--- config.mk ---
export PLATFORM = sky130hd
export DESIGN_NAME = chg_accum
export DESIGN_NICKNAME = d
export VERILOG_FILES = /design/src/rtl/chg_pkg.sv /design/src/rtl/chg_prescale.sv /design/src/rtl/chg_sat_reg.sv /design/src/rtl/chg_accum.sv
export SDC_FILE = /design/constraint.sdc
export NUM_CORES = 1
export LEC_CHECK = 0
export BUFFER_PORTS_ARGS = -buffer_cell sky130_fd_sc_hd__buf_2
export CORE_MARGIN = 2
export CORE_UTILIZATION = 55
export DETAILED_ROUTE_END_ITERATION = 7
export PLACE_DENSITY = 0.77
export SLEW_MARGIN = 15
export SYNTH_ARGS = -nofsm -noshare
export SYNTH_HDL_FRONTEND = slang
export SYNTH_SLANG_ARGS = --single-unit
--- constraint.sdc ---
create_clock -name clk -period 11.7 [get_ports clk]
set_clock_uncertainty 0.1 [all_clocks]
set_input_delay 1.755 -clock clk [delete_from_list [all_inputs] [get_ports clk]]
set_output_delay 1.755 -clock clk [all_outputs]
set_load 0.05 [all_outputs]
--- src/rtl/chg_pkg.sv ---
package chg_pkg;
    typedef enum logic [1:0] {
        STEP_NONE = 2'd0,
        STEP_UP   = 2'd1,
        STEP_DOWN = 2'd2
    } step_e;
endpackage

--- src/rtl/chg_prescale.sv ---
module chg_prescale
    import chg_pkg::*;
#(
    parameter int SEL_W = 3
) (
    input  logic             clk,
    input  logic             rst_n,
    input  logic             up_i,
    input  logic             dn_i,
    input  logic [SEL_W-1:0] sel_i,
    input  logic             clear_i,
    output step_e            step_o
);
    localparam int MAX_SH = (1 << SEL_W) - 1;
    localparam int RES_W  = MAX_SH + 2;

    typedef struct packed {
        logic [SEL_W-1:0]        sel;
        logic signed [RES_W-1:0] res;
    } pre_t;

    pre_t pre_q, pre_d;
    step_e step_d;

    logic signed [RES_W-1:0] m_val;
    logic signed [RES_W-1:0] m_q;
    logic signed [RES_W-1:0] net;
    logic signed [RES_W-1:0] sum;

    always_comb begin
        m_val  = $signed({{(RES_W-1){1'b0}}, 1'b1} << sel_i);
        m_q    = $signed({{(RES_W-1){1'b0}}, 1'b1} << pre_q.sel);
        net    = '0;
        if (up_i && !dn_i) net = $signed({{(RES_W-1){1'b0}}, 1'b1});
        if (dn_i && !up_i) net = '1;
        sum    = pre_q.res + net;
        pre_d  = pre_q;
        step_d = STEP_NONE;
        pre_d.sel = sel_i;
        if (clear_i || (sel_i != pre_q.sel)) begin
            pre_d.res = '0;
        end else if (sum == m_val) begin
            pre_d.res = '0;
            step_d    = STEP_UP;
        end else if (sum == -m_val) begin
            pre_d.res = '0;
            step_d    = STEP_DOWN;
        end else begin
            pre_d.res = sum;
        end
    end

    always_ff @(posedge clk) begin
        if (!rst_n) begin
            pre_q.sel <= '1;
            pre_q.res <= '0;
        end else begin
            pre_q <= pre_d;
        end
    end

    assign step_o = step_d;


    residue_bound_chk: assert property (@(posedge clk) disable iff (!rst_n)
        (pre_q.res < m_q) && (pre_q.res > -m_q));


    shdn_clear_chk: assert property (@(posedge clk) disable iff (!rst_n)
        clear_i |=> (pre_q.res == '0));


    cancel_chk: assert property (@(posedge clk) disable iff (!rst_n)
        (up_i && dn_i && !clear_i && (sel_i == pre_q.sel)) |=> $stable(pre_q.res));


    scale_change_chk: assert property (@(posedge clk) disable iff (!rst_n)
        (sel_i != pre_q.sel) |-> (step_o == STEP_NONE));
endmodule

--- src/rtl/chg_sat_reg.sv ---
module chg_sat_reg
    import chg_pkg::*;
#(
    parameter int ACR_W = 16
) (
    input  logic             clk,
    input  logic             rst_n,
    input  step_e            step_i,
    input  logic             preset_i,
    input  logic             wr_en_i,
    input  logic [ACR_W-1:0] wr_data_i,
    output logic [ACR_W-1:0] acr_o,
    output logic             evt_o
);
    localparam logic [ACR_W-1:0] TOP = '1;
    localparam logic [ACR_W-1:0] BOT = '0;
    localparam logic [ACR_W-1:0] MID = {1'b0, {(ACR_W-1){1'b1}}};
    localparam logic [ACR_W-1:0] ONE = {{(ACR_W-1){1'b0}}, 1'b1};

    typedef struct packed {
        logic [ACR_W-1:0] acr;
        logic             evt;
    } acc_t;

    acc_t acc_q, acc_d;

    always_comb begin
        acc_d     = acc_q;
        acc_d.evt = 1'b0;
        if (preset_i) begin
            acc_d.acr = TOP;
        end else if (wr_en_i) begin
            acc_d.acr = wr_data_i;
        end else if (step_i == STEP_UP) begin
            if (acc_q.acr != TOP) acc_d.acr = acc_q.acr + ONE;
            acc_d.evt = (acc_q.acr >= TOP - ONE);
        end else if (step_i == STEP_DOWN) begin
            if (acc_q.acr != BOT) acc_d.acr = acc_q.acr - ONE;
            acc_d.evt = (acc_q.acr <= ONE);
        end
    end

    always_ff @(posedge clk) begin
        if (!rst_n) begin
            acc_q.acr <= MID;
            acc_q.evt <= 1'b0;
        end else begin
            acc_q <= acc_d;
        end
    end

    assign acr_o = acc_q.acr;
    assign evt_o = acc_q.evt;


    no_wrap_top_chk: assert property (@(posedge clk) disable iff (!rst_n)
        (acc_q.acr == TOP && !preset_i && !wr_en_i) |=> (acc_q.acr != BOT));


    no_wrap_bot_chk: assert property (@(posedge clk) disable iff (!rst_n)
        (acc_q.acr == BOT && !preset_i && !wr_en_i) |=> (acc_q.acr != TOP));


    preset_hold_chk: assert property (@(posedge clk) disable iff (!rst_n)
        preset_i |=> (acc_q.acr == TOP && !acc_q.evt));


    host_write_chk: assert property (@(posedge clk) disable iff (!rst_n)
        (wr_en_i && !preset_i) |=> (acc_q.acr == $past(wr_data_i)));


    single_step_chk: assert property (@(posedge clk) disable iff (!rst_n)
        (!wr_en_i && !preset_i) |=>
            ((acc_q.acr == $past(acc_q.acr)) ||
             (acc_q.acr == $past(acc_q.acr) + ONE) ||
             (acc_q.acr == $past(acc_q.acr) - ONE)));


    evt_only_on_step_chk: assert property (@(posedge clk) disable iff (!rst_n)
        (step_i == STEP_NONE || preset_i || wr_en_i) |=> !acc_q.evt);
endmodule

--- src/rtl/chg_accum.sv ---
module chg_accum
    import chg_pkg::*;
#(
    parameter int ACR_W = 16,
    parameter int SEL_W = 3
) (
    input  logic             clk,
    input  logic             rst_n,
    input  logic             up_i,
    input  logic             dn_i,
    input  logic [SEL_W-1:0] scale_sel_i,
    input  logic             cc_en_i,
    input  logic             cc_in_i,
    input  logic             shdn_i,
    input  logic             wr_en_i,
    input  logic [ACR_W-1:0] wr_data_i,
    output logic [ACR_W-1:0] acr_o,
    output logic             limit_evt_o
);
    logic  cc_hold;
    logic  pre_clear;
    step_e step;

    assign cc_hold   = cc_en_i && cc_in_i;
    assign pre_clear = shdn_i || cc_hold;

    chg_prescale #(.SEL_W(SEL_W)) u_pre (
        .clk     (clk),
        .rst_n   (rst_n),
        .up_i    (up_i),
        .dn_i    (dn_i),
        .sel_i   (scale_sel_i),
        .clear_i (pre_clear),
        .step_o  (step)
    );

    chg_sat_reg #(.ACR_W(ACR_W)) u_acc (
        .clk       (clk),
        .rst_n     (rst_n),
        .step_i    (step),
        .preset_i  (cc_hold),
        .wr_en_i   (wr_en_i),
        .wr_data_i (wr_data_i),
        .acr_o     (acr_o),
        .evt_o     (limit_evt_o)
    );


    shdn_no_count_chk: assert property (@(posedge clk) disable iff (!rst_n)
        (shdn_i && !cc_hold && !wr_en_i) |=> $stable(acr_o));
endmodule

# Word level (Yosys, flattened, before mapping)
# Index checks and enable logic that the tools add are counted.
dict set report word_totals {
  word_cells 49
  output_inout_bits 17
  regBits 29
}
dict set report op_classes {
  n_shift 1
  n_eq_ne 8
  magnitude_cmp 2
  bitwise 1
  add_sub_neg 4
  reduce_logical 17
  muxes 11
}
# operator count
set ops {}
lappend ops {{$mux 16} 4}
lappend ops {{$mux 17} 2}
lappend ops {{$eq 9x9->1} 2}
lappend ops {{$add 16x1->16 const B} 1}
lappend ops {{$ge 16x16->1 const B} 1}
lappend ops {{$le 16x1->1 const B} 1}
lappend ops {{$ne 16x16->1 const B} 1}
lappend ops {{$reduce_bool 16->1} 1}
lappend ops {{$sub 16x1->16 const B} 1}
lappend ops {{$add 9x9->9} 1}
lappend ops {{$mux 9} 1}
lappend ops {{$neg 9->9} 1}
lappend ops {{$shl 1x3->9 const A} 1}
lappend ops {{$reduce_bool 4->1} 2}
lappend ops {{$mux 2} 3}
lappend ops {{$reduce_and 3->1} 2}
lappend ops {{$reduce_bool 3->1} 2}
lappend ops {{$ne 4x4->1 const B} 1}
lappend ops {{$reduce_or 4->1} 1}
lappend ops {{$logic_and 1x1->1} 3}
lappend ops {{$ne 3x3->1} 1}
lappend ops {{$ne 3x3->1 const B} 1}
lappend ops {{$reduce_or 3->1} 1}
lappend ops {{$eq 2x1->1 const B} 1}
lappend ops {{other kinds (6)} 8}

# Logic depth before layout (Yosys ltp)
# Gate-level depths: netlist (run 1).
dict set report depth {
  ltp_word 14
  mapped_depth 18
}

# Modules after synthesis
# Synthesis (run 1) repeated with hierarchy kept, for this count alone.
dict set report unflattened {
  hier_cells 428
  hier_area_um2 3419.5
}
# mod area_each_um2 cells_per_inst seq_area_each_um2 instances
set by_module_without_submodules {}
lappend by_module_without_submodules {chg_sat_reg 1722.9 237 340.3 1}
lappend by_module_without_submodules {chg_prescale 1682.9 189 240.2 1}
lappend by_module_without_submodules {chg_accum 13.8 2 0.0 1}

# Worst setup path after synthesis (run 1)
# Ideal clock, no wire load.
dict set report synth_timing {
  path_type {input to register}
  from {in up_i}
  to {reg u_acc.acc_q (netlist bit u_acc.acr_o[8])}
  required_time_ps 11478
  t_arrival_ps 5000
  stages 16
  path_buffers 3
  path_slack_ps 6478
  setup_time_ps 122
  path_cell_list {inv_1 -> ha_1 -> buf_6 -> buf_8 -> buf_8 -> xor2_1 -> ha_1 -> nand4bb_1 -> and4_1 -> a2111o_1 -> nand3_2 -> o2111a_2 -> or4b_4 -> o31ai_4 -> a41oi_1 -> a221o_1}
}
dict set report synth_via {
  elab_chain_len 11
  word_cells_on_any_way 19
  classes_between {add/sub: 1; eq/ne: 5; mux: 7; reduce/logical: 6}
}
# element line
set synth_rtl {}
lappend synth_rtl {{from (decl)} chg_accum.sv:9} ;# input logic up_i,
lappend synth_rtl {{$logic_and 1x1->1 or $logic_not 1->1 (tied branches)} {chg_prescale.sv:34, chg_prescale.sv:35}}
lappend synth_rtl {{$mux 1 or $logic_and 1x1->1 (tied branches)} {chg_prescale.sv:34, chg_prescale.sv:35}}
lappend synth_rtl {{$mux 9 *} chg_prescale.sv:35} ;# if (dn_i && !up_i) net = '1;
lappend synth_rtl {{$add 9x9->9 *} chg_prescale.sv:36} ;# sum = pre_q.res + net;
lappend synth_rtl {{$eq 9x9->1} chg_prescale.sv:45} ;# end else if (sum == -m_val) begin
lappend synth_rtl {{$mux 2} chg_prescale.sv:45}
lappend synth_rtl {{$mux 2 *} chg_prescale.sv:42} ;# end else if (sum == m_val) begin
lappend synth_rtl {{$mux 2 *} chg_prescale.sv:40} ;# if (clear_i || (sel_i != pre_q.sel)) begin
lappend synth_rtl {{$eq 2x1->1 or $eq 2x2->1 (tied branches)} {chg_sat_reg.sv:34, chg_sat_reg.sv:37}}
lappend synth_rtl {{$ne 3x3->1 (no source line), or another cell as far along} -}
lappend synth_rtl {{$reduce_and 3->1 (no source line) or $mux 16 (tied branches)} -}
lappend synth_rtl {{to (decl)} chg_sat_reg.sv:25} ;# acc_t acc_q, acc_d;
# Mark *: on every way between the ends. The rest lies on a longest branch, timed or not.
# A chain may end at the register's enable or synchronous reset.

# Worst setup path after layout (run 1)
dict set report layout_timing {
  from {in up_i}
  to {reg u_acc.acc_q (netlist bit u_acc.acr_o[3])}
}
# Same word-level chain as after synthesis.

==> results of run 1 <==
==> metal layers <==
metal	up-vias	wire, um	track usage (%)
met2	172	3880	42.5
met3	18	782	4.67
li1	1687	-	-
met4	0	168	8.81
met1	1635	4020	40.0
met5	-	0	0
==> cell families (layout without fill, tap and decap cells) <==
logic type / count (synthesis) / count (layout) / share of synthesized area (%)
compound gates: 115 / 115 / 26.0
xor+xnor: 24 / 24 / 7.38
fa+ha+maj: 11 / 11 / 4.23
buf+inv: 39 / 65 / 6.81
flops: 29 / 29 / 17.8
mux: 4 / 4 / 1.27
simple gates: 212 / 212 / 36.4
==> metrics by stage <==
stage	area, sq um	util, %	cells	worst slack [ns]	hold WS, ns
6_report	3480	59.8	535	5.69	0.466
3_3_place_gp	3400	58.4	527	5.77	0.436
5_1_grt	3480	59.8	535	5.42	0.498
3_5_place_dp	3400	58.4	527	5.58	0.453
2_1_floorplan	3250	-	434	6.48	0.509
4_1_cts	3480	59.8	535	5.85	0.462
==> worst paths after layout <==
kind | cells past startpoint | from | slack, ns | endpoint
hold / removal | 2 | u_acc.acr_o[5] | 0.47 | u_acc.acr_o[5]
hold reg to reg | 2 | u_acc.acr_o[5] | 0.47 | u_acc.acr_o[5]
setup / recovery | 15 | up_i | 5.69 | u_acc.acr_o[3]
setup reg to reg | 12 | u_pre.pre_q[1] | 7.68 | u_acc.acr_o[3]
==> critical path: stages <==
cell       delay [ns]
buf_2            0.09
inv_1            0.07
ha_1             0.82
xor2_1           0.22
ha_1             0.25
nand4bb_1        0.16
and4_1           0.32
a2111o_1         0.44
a311o_1          0.38
o41a_1           0.12
nand3_1          0.22
nand4_2          0.38
o311ai_0         0.56
a41oi_1          0.19
o211ai_1         0.14
==> cells in the final DEF (no fill, tap or decap), drive strengths merged, types with 3 or more instances in the layout <==
master  count
nor2       46
buf        44
nand2      38
dfxtp      29
a21oi      26
o21ai      24
nand3      20
xnor2      17
nand4      16
inv        13
nand2b     13
and2       12
nor3       11
ha         11
o211ai      8
nor4        7
xor2        6
nand3b      6
a31oi       6
and4        6
clkbuf      6
or2         5
nor3b       5
nor2b       5
nand4b      5
a41oi       5
and3        5
a211o       4
a221o       4
o31ai       4
or4b        4
o21a        3
mux2i       3
o221ai      3
o2111a      3
a211oi      3
==> state kept, by name (all words and copies together) (netlist names) <==
signal / count
u_acc.evt_o: 1
u_acc.acr_o: 16
u_pre.pre_q: 12
==> power by group through the flow <==
stage | clock, mW | combinational [mW] | sequential [mW]
floorplan | 0 | 0.0580 | 0.120
global placement | 0 | 0.0831 | 0.112
detailed placement | 0 | 0.0849 | 0.112
CTS | 0.0860 | 0.0853 | 0.110
global route | 0.0909 | 0.0944 | 0.111
finish | 0.0861 | 0.0863 | 0.110
==> area by class of cell <==
class / count / area [sq um] / share of cell area, %
Timing Repair Buffer: 44 / 223 / 6.40
Clock inverter: 2 / 10.0 / 0.288
Sequential cell: 29 / 581 / 16.7
Multi-Input combinational cell: 366 / 2450 / 70.4
Tap cell: 75 / 93.8 / 2.70
Clock buffer: 6 / 72.6 / 2.09
Inverter: 13 / 48.8 / 1.40
==> results by group, run 1 <==
STA
  – Worst max-slew margin expressed relative to the limit: 34.0%
  – Setup Total Neg Slack: 0 ns
  – Final clock period utilization by the worst path: 51.3%
  – Slew Viols, Final: 0
  – Unrepaired setup endpoints after global routing: no
  – Maximum frequency from static timing analysis: 0.166 GHz
  – Final worst path period need: 6.01 ns
  – Worst-margin pin slew: 0.990 ns
  – Final count of hold timing violations: 0
  – Final number of setup-violating endpoints: 0

Power and ir drop
  – Power density normalized to cell area: 81.1 mW/mm^2
  – Share of total power in the clock network: 30.5%
  – Internal power component: 0.175 mW
  – Static leakage: 1.38 nW
  – Net switching share of the total power: 37.8%
  – Total design power: 0.282 mW
  – Sequential Power Share: 38.9%
  – Worst vdd rail ir drop: 0.0000482 V
  – Net Switching: 0.107 mW
  – Portion of total power attributed to combinational logic: 30.6%

Logic synthesis
  – Post-synth top cells: nor2_1 (46), nand2_1 (38), dfxtp_1 (29)
  – Fraction of synthesized cell area taken by the top area cell type: 17.8%
  – Async S/R FF share, synth: 0%
  – Flip-flop and latch count after synthesis: 29
  – Number of enable flip-flop cells after synthesis: 0
  – Nets in the synthesized netlist: 472
  – Most common cell in the synthesized netlist: nor2_1
  – Post-Syn Area per Cell: 7.50 sq um
  – Biggest area consumer among synthesized cells: dfxtp_1
  – Count of synthesis-stage warnings from yosys: 0
  – Synth Flop Type: dfxtp_1
  – Netlist area before placement: 0.00325 sq mm
  – Top cells by area in the synthesized netlist: dfxtp_1 (18%), nor2_1 (5.3%), nand2_1 (4.4%), ha_1 (4.2%), xnor2_1 (4.0%)
  – Sequential area share after synthesis: 17.8%
  – Number of different library cells in the post-synthesis netlist: 82
  – Synthesized instance count: 434

Die
  – Starting utilization of the core area: 55.9%
  – Core ar.: 0.00582 sq mm
  – Die Y-Extent: 80.9 um
  – Area of the die: 0.00655 sq mm
  – Overall die width: 80.9 um
  – I/O pins: 44
  – Number of standard-cell rows in the floorplan: 28

Clock tree
  – H-Tree Level Count: 2
  – Clock root buffer: clkbuf_8
  – Insertion delay of the later-clocked pin in the worst-skew pair: 0.29 ns
  – Maximum clock path buffer count: 2
  – Total clock buffers created by CTS: 5
  – Number of post-CTS setup repair buffers: 0
  – TritonCTS clock tree: done
  – Number of instances resized during post-cts repair: 0
  – CTS hold repair buffers: 0
  – Clock sink count: 29
  – Clock slew seen by the registers of the worst setup and hold paths: 0.08 ns

Setup path
  – Sort of element at the end of the critical path: flip-flop
  – Crit path kind: in2reg
  – Max Fanout on Critical Path: 29
  – Worst path required time: 11.82 ns
  – Nature of the critical path startpoint: primary input
  – Arrival time at the worst endpoint: 6.12 ns

GRT
  – Vias in the first global route: 3,062
  – Remaining global-route overflow: 0
  – First-pass GRT wire length: 14,500 um
  – GRT Total Usage: 27.9%
  – Largest net degree at the start of global routing: 30
  – Initial antenna violation count: 0

Drt
  – Ratio of routed vias to standard cells: 6.56
  – DRC violation total after the first TritonRoute iteration: 420
  – Routed WL per cell: 16.5 um
  – Total via count after detailed routing: 3,512
  – Total detailed-routing wirelength: 8840 um
  – DRC: 0
  – Final ANT Viol Nets: 0
  – Number of detailed-routing iterations run before antenna repair: 5

Final layout
  – Final Net Count: 497
  – Share of layout cells above drive strength 1: 17.0%
  – Ant diodes: 0
  – Count of filler cells inserted in the layout: 551
  – Syn-to-layout area delta: 6.96%

Run
  – Max-cap violation count: 0

Placed design
  – Number of buffers inserted by port buffering: 43
  – Routability congestion estimate: 0.909
  – HPWL after DPL: 6520 um

Outcome
  – Status: completed

Min path
  – Class of the most critical hold timing path: reg2reg
Note: power is estimated with default switching activity, not from simulation.
==> run 2, diff against run 1 <==
==> constraint.sdc (replaced) <==
create_clock -name clk -period 5.6 [get_ports clk]
set_clock_uncertainty 0.1 [all_clocks]
set_input_delay 0.84 -clock clk [delete_from_list [all_inputs] [get_ports clk]]
set_output_delay 0.84 -clock clk [all_outputs]
set_load 0.05 [all_outputs]
==> run 2 against run 1 <==
Setup slack worse by 4.8 ns. Sequential cell count unchanged. Non-clock buffer count up 1. Die area is the same. Wire length is 4.0% lower. Critical path type unchanged. Critical endpoint unchanged. Highest routed layer unchanged.
==> results by group, run 2 (synthesized netlist as in run 1, its figures left out) <==
Drt
  – Routed WL per cell: 15.9 um
  – Ratio of routed vias to standard cells: 6.40
  – Total detailed-routing wirelength: 8490 um
  – Number of detailed-routing iterations run before antenna repair: 5
  – Final ANT Viol Nets: 0
  – DRC: 0
  – DRC violation total after the first TritonRoute iteration: 310
  – Total via count after detailed routing: 3,422

STA
  – Worst setup margin: 0.899 ns
  – Final clock period utilization by the worst path: 83.9%
  – Worst max-slew margin expressed relative to the limit: 58.9%
  – Worst-margin pin slew: 0.612 ns
  – Slew Viols, Final: 0
  – Maximum frequency from static timing analysis: 0.213 GHz
  – Final count of hold timing violations: 0
  – Final worst path period need: 4.70 ns
  – Final number of setup-violating endpoints: 0
  – Setup Total Neg Slack: 0 ns
  – Unrepaired setup endpoints after global routing: no
  – Minimum hold slack: 0.467 ns

Power and ir drop
  – Power density normalized to cell area: 170 mW/mm^2
  – Static leakage: 1.39 nW
  – Total design power: 0.595 mW
  – Worst vdd rail ir drop: 0.000105 V

Clock tree
  – Clock slew seen by the registers of the worst setup and hold paths: 0.07 ns
  – CTS hold repair buffers: 0
  – Insertion delay of the later-clocked pin in the worst-skew pair: 0.29 ns
  – Clock root buffer: clkbuf_8
  – Total clock buffers created by CTS: 5
  – Clock sink count: 29
  – Number of post-CTS setup repair buffers: 0
  – TritonCTS clock tree: done
  – H-Tree Level Count: 2
  – Number of instances resized during post-cts repair: 0
  – Maximum clock path buffer count: 2

Setup path
  – Startpoint of the most critical register-to-register path: u_pre.pre_q[1]
  – Sort of element at the end of the critical path: flip-flop
  – Crit-path leading delay family: compound AO/OA/AOI/OAI gates
  – Worst-case reg-to-reg path depth: 12
  – CP max stage delay: 0.56 ns
  – Nature of the critical path startpoint: primary input
  – Worst-case register-to-register setup slack: 1.70 ns
  – Worst reg2reg path endpoint: u_acc.acr_o[3]
  – WP buf/inv: 2
  – Most frequent CP cell: ha_1
  – Max Fanout on Critical Path: 18
  – Arrival time at the worst endpoint: 4.81 ns
  – Crit path kind: in2reg
  – Crit path cell chain: buf_2 > inv_1 > ha_1 > xor2_1 > ha_1 > nand4bb_1 > and4_1 > a2111o_1 > a311o_1 > o41a_1 > nand3_1 > nand4_2 > o311ai_0 > a41oi_1 > o211ai_1
  – Worst path required time: 5.71 ns
  – Max stage delay cell, worst path: ha_1

Final layout
  – Number of flip-flops under the largest register name: 16
  – Ant diodes: 0
  – Number of standard cells in the layout, taps in and fillers out: 535
  – Leading cell type in the layout, fill and taps excluded: nor2_1
  – Syn-to-layout area delta: 7.31%
  – Most frequent cells in the layout: nor2_1 (46), buf_2 (43), nand2_1 (38)
  – Count of filler cells inserted in the layout: 587
  – Final Net Count: 498
  – Share of layout cells above drive strength 1: 17.0%

Placed design
  – Number of buffers inserted by port buffering: 43
  – HPWL after DPL: 6270 um
  – Routability congestion estimate: 0.957
  – Cell count after placement: 528
  – Pre-CTS worst setup slack: 0.671 ns

Min path
  – Class of the most critical hold timing path: reg2reg
  – Start point of the worst min-delay path: u_acc.acr_o[10]
  – Worst hold path stage count: 2
  – Hold path endpoint: u_acc.acr_o[10]

Outcome
  – Status: completed

GRT
  – First-pass GRT wire length: 13,900 um
  – GRT Total Usage: 26.9%
  – Vias in the first global route: 2,881
  – Remaining global-route overflow: 0
  – Largest net degree at the start of global routing: 21
  – Initial antenna violation count: 0

Die
  – Core ar.: 0.00582 sq mm
  – Die Y-Extent: 80.9 um
  – I/O pins: 44
  – Area of the die: 0.00655 sq mm
  – Number of standard-cell rows in the floorplan: 28
  – Starting utilization of the core area: 55.9%
  – Overall die width: 80.9 um

Run
  – Max-cap violation count: 0
run 2: cell count changes in the layout (fill, tap and decap cells not counted), sizes merged:
| cell | before | now |
|---|---|---|
| buf | 44 | 45 |
| clkbuf | 6 | 7 |
| clkinv | 2 | 0 |
run 2: area by class of cell:
cell class              instances  area (sq um)  share of cell area, %
multi-input cells             366          2450                   70.2
repair buffers                 45           230                   6.59
clock buffers                   7          86.3                   2.47
well taps                      75          93.8                   2.69
flip-flops and latches         29           581                   16.6
inverters                      13          48.8                   1.40
run 2: worst max-delay path by stage:
stage | from | end | slack [ns] | depth (start not counted)
after floorplan | up_i | u_acc.acr_o[8] | 1.29 | 16
after global placement | up_i | u_acc.acr_o[15] | 0.82 | 15
after detailed placement | up_i | u_acc.acr_o[3] | 0.67 | 15
after CTS | up_i | u_acc.acr_o[3] | 0.94 | 15
after global routing | up_i | u_acc.acr_o[15] | 0.59 | 15
final | up_i | u_acc.acr_o[3] | 0.90 | 15
run 2: layer usage:
layer	GRT usage (%)	up-vias	routed length, um
li1	-	1686	-
met1	40.8	1583	4090
met2	40.1	139	3720
met3	3.56	14	568
met4	5.93	0	108
met5	0	-	0
run 2: stage by stage:
stage	area, sq um	util, %
after CTS	3490	60.0
after detailed placement	3400	58.5
after global routing	3490	60.0
after global placement	3400	58.5
after floorplan	3250	-
final	3490	60.0
run 2: tightest hold or removal path, stage by stage, from the launching register on:
cell and delay, ns:
dfxtp_1 0.35, o21ai_0 0.10, a31oi_1 0.07
run 2: power by group:
part | internal (mW) | switching, mW | total (mW) | leakage, nW
Combinational | 0.0662 | 0.114 | 0.180 | 1.10
Clock | 0.0975 | 0.0877 | 0.185 | 0.0443
Sequential | 0.215 | 0.0149 | 0.230 | 0.238
Total | 0.378 | 0.216 | 0.595 | 1.39
==> run 3, diff against run 2 <==
--- a/config.mk
+++ b/config.mk
@@ -7,7 +7,7 @@
 export LEC_CHECK = 0
 export BUFFER_PORTS_ARGS = -buffer_cell sky130_fd_sc_hd__buf_2
 export CORE_MARGIN = 2
-export CORE_UTILIZATION = 55
+export CORE_UTILIZATION = 53
 export DETAILED_ROUTE_END_ITERATION = 7
 export PLACE_DENSITY = 0.77
 export SLEW_MARGIN = 15
==> constraint.sdc (replaced) <==
create_clock -name clk -period 3.8 [get_ports clk]
set_clock_uncertainty 0.1 [all_clocks]
set_input_delay 0.57 -clock clk [delete_from_list [all_inputs] [get_ports clk]]
set_output_delay 0.57 -clock clk [all_outputs]
set_load 0.05 [all_outputs]
==> run 3 against run 2 <==
Utilization up 9.2 points. Sequential power up 48%. Register-to-register slack worse by 1.5 ns. Non-clock buffer count up 57. Critical path type unchanged.
==> results by group, run 3 (synthesized netlist as in run 1, its figures left out) <==
Placed design
  – Pre-CTS worst setup slack: -0.322 ns
  – HPWL after DPL: 7390 um
  – Routability congestion estimate: 0.964
  – Number of buffers inserted by port buffering: 43
  – Cell count after placement: 582

Clock tree
  – CTS hold repair buffers: 0
  – Clock root buffer: clkbuf_8
  – Clock sink count: 29
  – Total clock buffers created by CTS: 5
  – H-Tree Level Count: 2
  – Insertion delay of the later-clocked pin in the worst-skew pair: 0.29 ns
  – Maximum clock path buffer count: 2
  – Clock slew seen by the registers of the worst setup and hold paths: 0.07 ns
  – TritonCTS clock tree: done

GRT
  – Vias in the first global route: 3,336
  – Initial antenna violation count: 0
  – Largest net degree at the start of global routing: 22
  – GRT Total Usage: 29.4%
  – Remaining global-route overflow: 0
  – First-pass GRT wire length: 15,500 um

Setup path
  – Worst reg2reg path endpoint: u_acc.acr_o[6]
  – Arrival time at the worst endpoint: 3.79 ns
  – Sort of element at the end of the critical path: flip-flop
  – Worst path required time: 3.88 ns
  – Crit path kind: in2reg
  – Worst-case reg-to-reg path depth: 15
  – Max Fanout on Critical Path: 6
  – Startpoint of the most critical register-to-register path: u_pre.pre_q[1]
  – CP max stage delay: 0.43 ns
  – Worst-case register-to-register setup slack: 0.23 ns
  – Max stage delay cell, worst path: a2111o_1
  – Crit-path leading delay family: compound AO/OA/AOI/OAI gates
  – Nature of the critical path startpoint: primary input
  – Most frequent CP cell: buf_4
  – WP buf/inv: 6
  – Crit path cell chain: clkbuf_4 > inv_12 > ha_1 > inv_2 > ha_4 > ha_4 > nand4bb_1 > and4_4 > a2111o_1 > nand3_2 > o2111a_2 > buf_4 > nor4_2 > buf_4 > and2_4 > buf_4 > a21oi_1 > o21ai_0 > a221o_1

STA
  – Final clock period utilization by the worst path: 97.7%
  – Worst max-slew margin expressed relative to the limit: 68.1%
  – Final count of hold timing violations: 0
  – Final worst path period need: 3.71 ns
  – Worst setup margin: 0.0876 ns
  – Maximum frequency from static timing analysis: 0.269 GHz
  – Final number of setup-violating endpoints: 0
  – Setup Total Neg Slack: 0 ns
  – Worst-margin pin slew: 0.477 ns
  – Slew Viols, Final: 0

Min path
  – Hold path endpoint: u_acc.acr_o[1]
  – Start point of the worst min-delay path: wr_data_i[1]
  – Worst hold path stage count: 3
  – Class of the most critical hold timing path: in2reg

Final layout
  – Syn-to-layout area delta: 26.0%
  – Number of flip-flops under the largest register name: 16
  – Leading cell type in the layout, fill and taps excluded: buf_4
  – Share of layout cells above drive strength 1: 29.2%
  – Ant diodes: 0
  – Number of standard cells in the layout, taps in and fillers out: 593
  – Most frequent cells in the layout: buf_4 (56), nor2_1 (46), buf_2 (42)
  – Count of filler cells inserted in the layout: 514
  – Final Net Count: 555
  – Fraction of the core area covered by cells at the end of the flow: 69.2%

Drt
  – Final ANT Viol Nets: 0
  – Total detailed-routing wirelength: 9960 um
  – Number of detailed-routing iterations run before antenna repair: 6
  – Routed WL per cell: 16.8 um
  – Total via count after detailed routing: 3,747
  – DRC violation total after the first TritonRoute iteration: 285
  – Ratio of routed vias to standard cells: 6.32
  – DRC: 0

Die
  – Overall die width: 82.3 um
  – Die Y-Extent: 82.3 um
  – I/O pins: 44
  – Number of standard-cell rows in the floorplan: 28
  – Area of the die: 0.00678 sq mm
  – Core ar.: 0.00592 sq mm
  – Starting utilization of the core area: 54.9%

Run
  – Max-cap violation count: 0

Power and ir drop
  – Static leakage: 1.71 nW
  – Worst vdd rail ir drop: 0.000265 V
  – Power density normalized to cell area: 245 mW/mm^2
  – Total design power: 1.00 mW

Outcome
  – Status: completed
run 3: changes by cell type in the layout (fill, tap and decap cells not counted), moves of 2 or more:
cell,delta
ha_4,+3
ha_1,-3
a41oi_1,-3
o21ai_0,-2
and4_4,+2
o21ai_1,+2
and4_1,-3
buf_4,+54
buf_12,+2
inv_1,-2
a41oi_2,+3
run 3: layer usage:
layer / vias to the layer above / part of all wire (%) / global-route usage (%)
met2: 175 / 45 / 44.4
met5: - / 0 / 0
met1: 1755 / 46 / 41.1
li1: 1793 / - / -
met4: 0 / 1.7 / 11.0
met3: 24 / 7.8 / 5.76
run 3: repair_timing:
item | in CTS | in global routing
setup buffers | 1 | 2
resized for setup | 1 | 11
endpoints found under the setup margin | 5 | 16
hold endpoints to repair | 0 | 0
pin swaps | 1 | 8
run 3: tightest hold or removal path: cells and delay by family:
kind	cells	cell delay, ns
compound gates	2	0.12
buf+inv	1	0.08
run 3: metrics by stage:
stage | hold slack, ns | instance area, sq um
finish | 0.405 | 4100
global route | 0.409 | 4100
CTS | 0.402 | 4030
detailed placement | 0.451 | 3900
global placement | 0.446 | 3900
floorplan | 0.515 | 3320
run 3: report_power, final:
group	switching (mW)	leakage, nW	total, mW	internal, mW
registers	0.0236	0.238	0.340	0.316
logic	0.187	1.41	0.320	0.133
clock network	0.130	0.0585	0.343	0.214
total	0.340	1.71	1.00	0.663
run 3: how the worst max path moves through the flow:
| stage | from | to | cells past startpoint |
|---|---|---|---|
| floorplan | up_i | u_acc.acr_o[8] | 16 |
| global placement | up_i | u_acc.acr_o[6] | 16 |
| detailed placement | up_i | u_acc.acr_o[8] | 16 |
| CTS | up_i | u_acc.acr_o[8] | 15 |
| global route | up_i | u_acc.acr_o[6] | 19 |
| finish | up_i | u_acc.acr_o[6] | 19 |
run 3: final cells by class:
cell class / instances / area [sq um] / area share [%]
Tap cell: 75 / 93.8 / 2.29
Sequential cell: 29 / 581 / 14.2
Inverter: 13 / 61.3 / 1.50
Clock inverter: 1 / 30.0 / 0.733
Multi-Input combinational cell: 366 / 2560 / 62.4
Clock buffer: 7 / 86.3 / 2.11
Timing Repair Buffer: 102 / 689 / 16.8
